$ cat config.mk
export PLATFORM = sky130hd
export DESIGN_NAME = baud_tick_gen
export DESIGN_NICKNAME = d
export VERILOG_FILES = /design/src/rtl/baud_pkg.sv /design/src/rtl/reload_counter.sv /design/src/rtl/post_div.sv /design/src/rtl/baud_tick_gen.sv
export SDC_FILE = /design/constraint.sdc
export NUM_CORES = 1
export LEC_CHECK = 0
export CAP_MARGIN = 10
export CORE_ASPECT_RATIO = 0.9
export CORE_MARGIN = 2
export CORE_UTILIZATION = 40
export DETAILED_ROUTE_END_ITERATION = 12
export DONT_BUFFER_PORTS = 1
export GPL_TIMING_DRIVEN = 0
export PLACE_DENSITY_LB_ADDON = 0.05
export SETUP_SLACK_MARGIN = 0.4
export SYNTH_ARGS = -nofsm -noshare
export SYNTH_HDL_FRONTEND = slang
export SYNTH_SLANG_ARGS = --single-unit
$ cat constraint.sdc
create_clock -name clk -period 2.05 [get_ports clk]
set_input_delay 0.41 -clock clk [delete_from_list [all_inputs] [get_ports clk]]
set_output_delay 0.41 -clock clk [all_outputs]
set_load 0.05 [all_outputs]
$ cat src/rtl/baud_pkg.sv
package baud_pkg;

  typedef enum logic [2:0] {
    ADR_RLD0_LO = 3'd0,
    ADR_RLD0_HI = 3'd1,
    ADR_RLD1_LO = 3'd2,
    ADR_RLD1_HI = 3'd3,
    ADR_TMR     = 3'd4,
    ADR_CTRL    = 3'd5
  } cfg_addr_e;

  typedef struct packed {
    logic tmr_src;
    logic dbl;
  } ctrl_t;

endpackage

$ cat src/rtl/reload_counter.sv
module reload_counter #(
  parameter int W = 10
) (
  input  logic         clk,
  input  logic         rst_n,
  input  logic [W-1:0] rld,
  output logic         ovf
);

  logic [W-1:0] cnt_q;
  logic [W-1:0] cnt_d;

  assign ovf = &cnt_q;

  always_comb begin
    if (ovf) cnt_d = rld;
    else     cnt_d = cnt_q + 1'b1;
  end

  always_ff @(posedge clk or negedge rst_n) begin
    if (!rst_n) cnt_q <= '0;
    else        cnt_q <= cnt_d;
  end

  AST_COUNT_STEP: assert property (@(posedge clk) disable iff (!rst_n)
    !ovf |=> cnt_q == $past(cnt_q) + 1'b1);

  AST_LOAD_AT_OVF: assert property (@(posedge clk) disable iff (!rst_n)
    ovf |=> cnt_q == $past(rld));

endmodule

$ cat src/rtl/post_div.sv
module post_div #(
  parameter int PW = 5
) (
  input  logic          clk,
  input  logic          rst_n,
  input  logic          ovf_in,
  input  logic [PW-1:0] lim,
  output logic          tick
);

  logic [PW-1:0] post_q;
  logic [PW-1:0] post_d;
  logic          hit;

  assign hit  = post_q >= lim;
  assign tick = ovf_in & hit;

  always_comb begin
    if (hit) post_d = '0;
    else     post_d = post_q + 1'b1;
  end

  always_ff @(posedge clk or negedge rst_n) begin
    if (!rst_n)      post_q <= '0;
    else if (ovf_in) post_q <= post_d;
  end

  AST_TICK_PULSE: assert property (@(posedge clk) disable iff (!rst_n)
    tick |=> !tick);

endmodule

$ cat src/rtl/baud_tick_gen.sv
module baud_tick_gen
  import baud_pkg::*;
#(
  parameter int RLD_W       = 10,
  parameter int TMR_W       = 8,
  parameter int CH0_DIV     = 4,
  parameter int CH1_DIV     = 2,
  parameter int TMR_DIV     = 24,
  parameter int SYNC_STAGES = 2
) (
  input  logic       clk,
  input  logic       rst_n,
  input  logic       cfg_we,
  input  logic [2:0] cfg_addr,
  input  logic [7:0] cfg_wdata,
  output logic       tick0,
  output logic       tick1
);

  localparam int HI_W = RLD_W - 8;
  localparam int PW   = $clog2(TMR_DIV);
  localparam logic [PW-1:0] LIM_C0_N = PW'(CH0_DIV - 1);
  localparam logic [PW-1:0] LIM_C0_D = PW'(CH0_DIV / 2 - 1);
  localparam logic [PW-1:0] LIM_T_N  = PW'(TMR_DIV - 1);
  localparam logic [PW-1:0] LIM_T_D  = PW'(TMR_DIV / 2 - 1);
  localparam logic [PW-1:0] LIM_C1   = PW'(CH1_DIV - 1);

  // reset synchronizer
  logic [SYNC_STAGES-1:0] rs_q;
  logic                   rst_s_n;

  always_ff @(posedge clk or negedge rst_n) begin
    if (!rst_n) rs_q <= '0;
    else        rs_q <= {rs_q[SYNC_STAGES-2:0], 1'b1};
  end
  assign rst_s_n = rs_q[SYNC_STAGES-1];

  // configuration registers
  logic [RLD_W-1:0] rld0_q, rld0_d, rld1_q, rld1_d;
  logic [TMR_W-1:0] tmr_q, tmr_d;
  ctrl_t            ctrl_q, ctrl_d;

  always_comb begin
    rld0_d = rld0_q;
    rld1_d = rld1_q;
    tmr_d  = tmr_q;
    ctrl_d = ctrl_q;
    case (cfg_addr_e'(cfg_addr))
      ADR_RLD0_LO: rld0_d[7:0]       = cfg_wdata;
      ADR_RLD0_HI: rld0_d[RLD_W-1:8] = cfg_wdata[HI_W-1:0];
      ADR_RLD1_LO: rld1_d[7:0]       = cfg_wdata;
      ADR_RLD1_HI: rld1_d[RLD_W-1:8] = cfg_wdata[HI_W-1:0];
      ADR_TMR:     tmr_d             = cfg_wdata[TMR_W-1:0];
      ADR_CTRL:    ctrl_d            = ctrl_t'(cfg_wdata[1:0]);
      default: ;
    endcase
  end

  always_ff @(posedge clk or negedge rst_s_n) begin
    if (!rst_s_n) begin
      rld0_q <= '0;
      rld1_q <= '0;
      tmr_q  <= '0;
      ctrl_q <= '0;
    end else if (cfg_we) begin
      rld0_q <= rld0_d;
      rld1_q <= rld1_d;
      tmr_q  <= tmr_d;
      ctrl_q <= ctrl_d;
    end
  end

  // reload counters
  logic ovf0, ovf1, ovft;

  reload_counter #(.W(RLD_W)) u_cnt0 (
    .clk(clk), .rst_n(rst_s_n), .rld(rld0_q), .ovf(ovf0));
  reload_counter #(.W(RLD_W)) u_cnt1 (
    .clk(clk), .rst_n(rst_s_n), .rld(rld1_q), .ovf(ovf1));
  reload_counter #(.W(TMR_W)) u_tmr (
    .clk(clk), .rst_n(rst_s_n), .rld(tmr_q), .ovf(ovft));

  // channel 0 source and divide selection
  logic          src_ovf0;
  logic [PW-1:0] lim0;

  always_comb begin
    if (ctrl_q.tmr_src) begin
      src_ovf0 = ovft;
      lim0     = ctrl_q.dbl ? LIM_T_D : LIM_T_N;
    end else begin
      src_ovf0 = ovf0;
      lim0     = ctrl_q.dbl ? LIM_C0_D : LIM_C0_N;
    end
  end

  post_div #(.PW(PW)) u_pd0 (
    .clk(clk), .rst_n(rst_s_n), .ovf_in(src_ovf0), .lim(lim0), .tick(tick0));
  post_div #(.PW(PW)) u_pd1 (
    .clk(clk), .rst_n(rst_s_n), .ovf_in(ovf1), .lim(LIM_C1), .tick(tick1));

  AST_CFG_HOLD: assert property (@(posedge clk) disable iff (!rst_s_n)
    !cfg_we |=> $stable(rld1_q) && $stable(rld0_q) && $stable(ctrl_q));

  AST_UNUSED_ADDR: assert property (@(posedge clk) disable iff (!rst_s_n)
    (cfg_we && cfg_addr > 3'd5) |=> $stable(rld0_q) && $stable(rld1_q)
      && $stable(tmr_q) && $stable(ctrl_q));

  AST_RESET_QUIET: assert property (@(posedge clk)
    !rst_s_n |-> !tick0 && !tick1);

endmodule

==> metrics.cfg <==
[grt]
grt_pass1_wl_mm=11.01
grt_max_degree=40
grt_pass1_vias=2169
grt.overflow.total=0
grt_usage_pct=16.41
grt_antenna_before_repair=0

[power]
p_total_mw=3.843
leakage_nw=1.621
peakVddDrop_uv=496.9
powerDensity_nw_per_um2=981.9

[placement]
dpl.hpwl_mm=4.581
place_congestion=0.7779
dp_cells=396
port_buffers=0

[synth]
syn_nets=320
syn_area_um2=3263
synth-edff-count=0
synth-async-reset-ratio_pct=100.0
yosys_warnings=0
ys_types=41
synth_area_per_cell_um2=11.02
synth-seq-cells=70
yosysSeqAreaShare_pct=53.68
synth_flop_cell=dfrtp_1
netlist_instances=296

[flow_run]
drv_cap=0

[final_layout]
antenna_cells=0
layout.cells.most_common_list=67 x dfrtp_1, 28 x nand2_1, 26 x mux2_2
stdcell_count=430
final_common_cell=dfrtp_1
drive_gt1_share_pct=27.49
syn_to_final_growth_pct=19.94
layout.nets=350

[timing]
setup_viol=2
slew_headroom_pct=53.54
worst_slew_pin_slew_ps=693.2
grt_setup_unrepaired=yes
fmax_mhz=441.3
fin_skew_ps=10.02
slew_viol_final=0
setup_slack_ps=-216.2
hold_viol_final=0
fin_crit_ps=2266
fin_crit_sh_pct=110.5

[setup_path]
cp.required_ps=1640
path_max_fanout=4
path_class=flip-flop to primary output
crit_arrival_ps=1860
critPathCaptureType=primary output
reg2regPathDepth=8
start_kind=flip-flop

[die]
fp.dieW_um=99.21
dieHeight_um=89.69
core_um2=7990
dieArea_um2=8897
row_count=31
initial_core_util_pct=40.84
io_pins=16

[detailed_routing]
drtPass1Iterations=4
drtAntennaViolNets=0
drt-total-wl_mm=6.925
drc=0
route.met2.wl_mm=3.091
drtIter0Drc=86
wl_met3_um=318
wl_per_cell_um=16.10
highest_layer=met4
vias=2338
met1_length_mm=3.434
vias_per_cell=5.437

[clocking]
path_clk_slew_ps=70
cts-root-buf=clkbuf_8
ctsLongestPathBuffers=2
cts.sinks=70
insertion_delay_ps=340
h-tree-depth=3
cts_tree=built
cts_buffers=9

[status]
violations=setup timing
status=finished with violations

[hold_path]
hold_class=input port to flip-flop
min_path_cells=2

## repair_timing
action,in CTS,in global routing
resized for setup,16,20
pin swaps,6,7
hold buffers,1,0
endpoints found under the setup margin,21,18
endpoints found under the hold margin,2,0
buffers inserted,9,8
## stage by stage
stage / setup slack, ps / hold WS [ps] / cell area [µm²] / TNS (ps) / utilization (%)
final: -216.2 / 192.2 / 3914 / -424.7 / 48.98
after global routing: -318.8 / 165.7 / 3914 / -629.8 / 48.98
after CTS: -264.2 / 169.9 / 3764 / -510.1 / 47.10
after detailed placement: -118.6 / 114.5 / 3442 / -126.2 / 43.08
after global placement: -125.6 / 114.5 / 3420 / -125.7 / 42.80
after floorplan: 63.04 / 114.4 / 3296 / 0 / -
## cell usage after synthesis (2+ instances only)
cell type | number | area share, %
dfrtp_1 | 70 | 54
mux2_2 | 27 | 9.3
nand2b_1 | 2 | 0.38
a21oi_1 | 12 | 1.8
o2111ai_1 | 2 | 0.54
xor2_1 | 6 | 1.6
nand3_1 | 19 | 2.9
a21boi_0 | 3 | 0.69
a31oi_1 | 4 | 0.77
ha_1 | 10 | 3.8
nor2_1 | 14 | 1.6
mux2i_1 | 2 | 0.61
o21ai_0 | 24 | 3.7
and4_1 | 6 | 1.6
nand4b_1 | 2 | 0.54
buf_2 | 6 | 0.92
nand4_1 | 7 | 1.3
a41oi_1 | 2 | 0.54
nor4bb_1 | 2 | 0.61
or3_1 | 3 | 0.58
o211ai_1 | 2 | 0.46
o22ai_1 | 2 | 0.38
and3_1 | 4 | 0.77
inv_1 | 9 | 1.0
o31ai_1 | 2 | 0.46
nor2b_1 | 4 | 0.77
and2_1 | 4 | 0.77
nand2_1 | 28 | 3.2
xnor2_1 | 6 | 1.6
## layout make-up
| type | instances | area, µm² |
|---|---|---|
| fill | 736 | 4076 |
| multi-input combinational | 210 | 1578 |
| sequential | 70 | 1758 |
| clock inverter | 6 | 62.56 |
| clock buffer | 10 | 127.6 |
| inverter | 9 | 33.78 |
| timing repair buffer | 19 | 172.7 |
| buffer | 7 | 57.56 |
| tap | 99 | 123.9 |
## per-layer routing
| layer | vias up | GRT usage [%] |
|---|---|---|
| met5 | - | 0 |
| met4 | 0 | 4.110 |
| met3 | 9 | 6.734 |
| met2 | 45 | 24.63 |
| met1 | 1142 | 22.33 |
| li1 | 1142 | - |
## cell families (layout without fill, tap and decap cells)
group,count (synthesis),count (layout),synth area share (%)
other,1,1,0.1149
xor gates and xnor gates,12,12,3.221
AOI/OAI and AO/OA,57,57,10.43
adders and majority gates,10,10,3.834
DFF,70,70,53.68
muxes,29,29,9.931
buffers and inverters,16,51,2.070
and+or+nand+nor,101,101,16.72
## sequential cells by signal, summed over array words and instances, names as in the netlist
| signal | flops |
|---|---|
| u_cnt1.cnt_q | 10 |
| u_cnt0.cnt_q | 10 |
| u_pd0.post_q | 5 |
| rld1_q | 10 |
| u_pd1.post_q | 5 |
| ctrl_q | 2 |
| u_tmr.cnt_q | 8 |
| rld0_q | 10 |
| tmr_q | 8 |
| rs_q | 2 |
## worst paths after layout
| check | startpoint | to | slack [ps] |
|---|---|---|---|
| worst max register to register | ctrl_q[1]$_DFFE_PN0P_ | u_pd0.post_q[0]$_DFFE_PN0P_ | 180 |
| max in group asynchronous | rs_q[1]$_DFF_PN0_ | ctrl_q[1]$_DFFE_PN0P_ | 1220 |
| worst max-delay path | ctrl_q[0]$_DFFE_PN0P_ | tick0 | -220 |
| min in group asynchronous | rs_q[1]$_DFF_PN0_ | u_cnt0.cnt_q[1]$_DFF_PN0_ | 270 |
| worst min-delay path | cfg_wdata[2] | rld1_q[2]$_DFFE_PN0P_ | 190 |
| worst min register to register | rs_q[1]$_DFF_PN0_ | u_cnt0.cnt_q[1]$_DFF_PN0_ | 270 |
## worst max-delay path: stages, from the launching register on
cell and delay (ps):
dfrtp_1 410, nor2b_4 150, ha_4 260, a21oi_2 40, nand4b_1 260, a21oi_4 390
## power breakdown
part	switching, mW	internal, mW	total (mW)	leakage (nW)
Clock	0.527	0.558	1.08	0.0883
Sequential	0.330	1.70	2.03	0.836
Combinational	0.312	0.413	0.725	0.696
Total	1.17	2.67	3.84	1.62
Power figures use the tool's default switching activity.
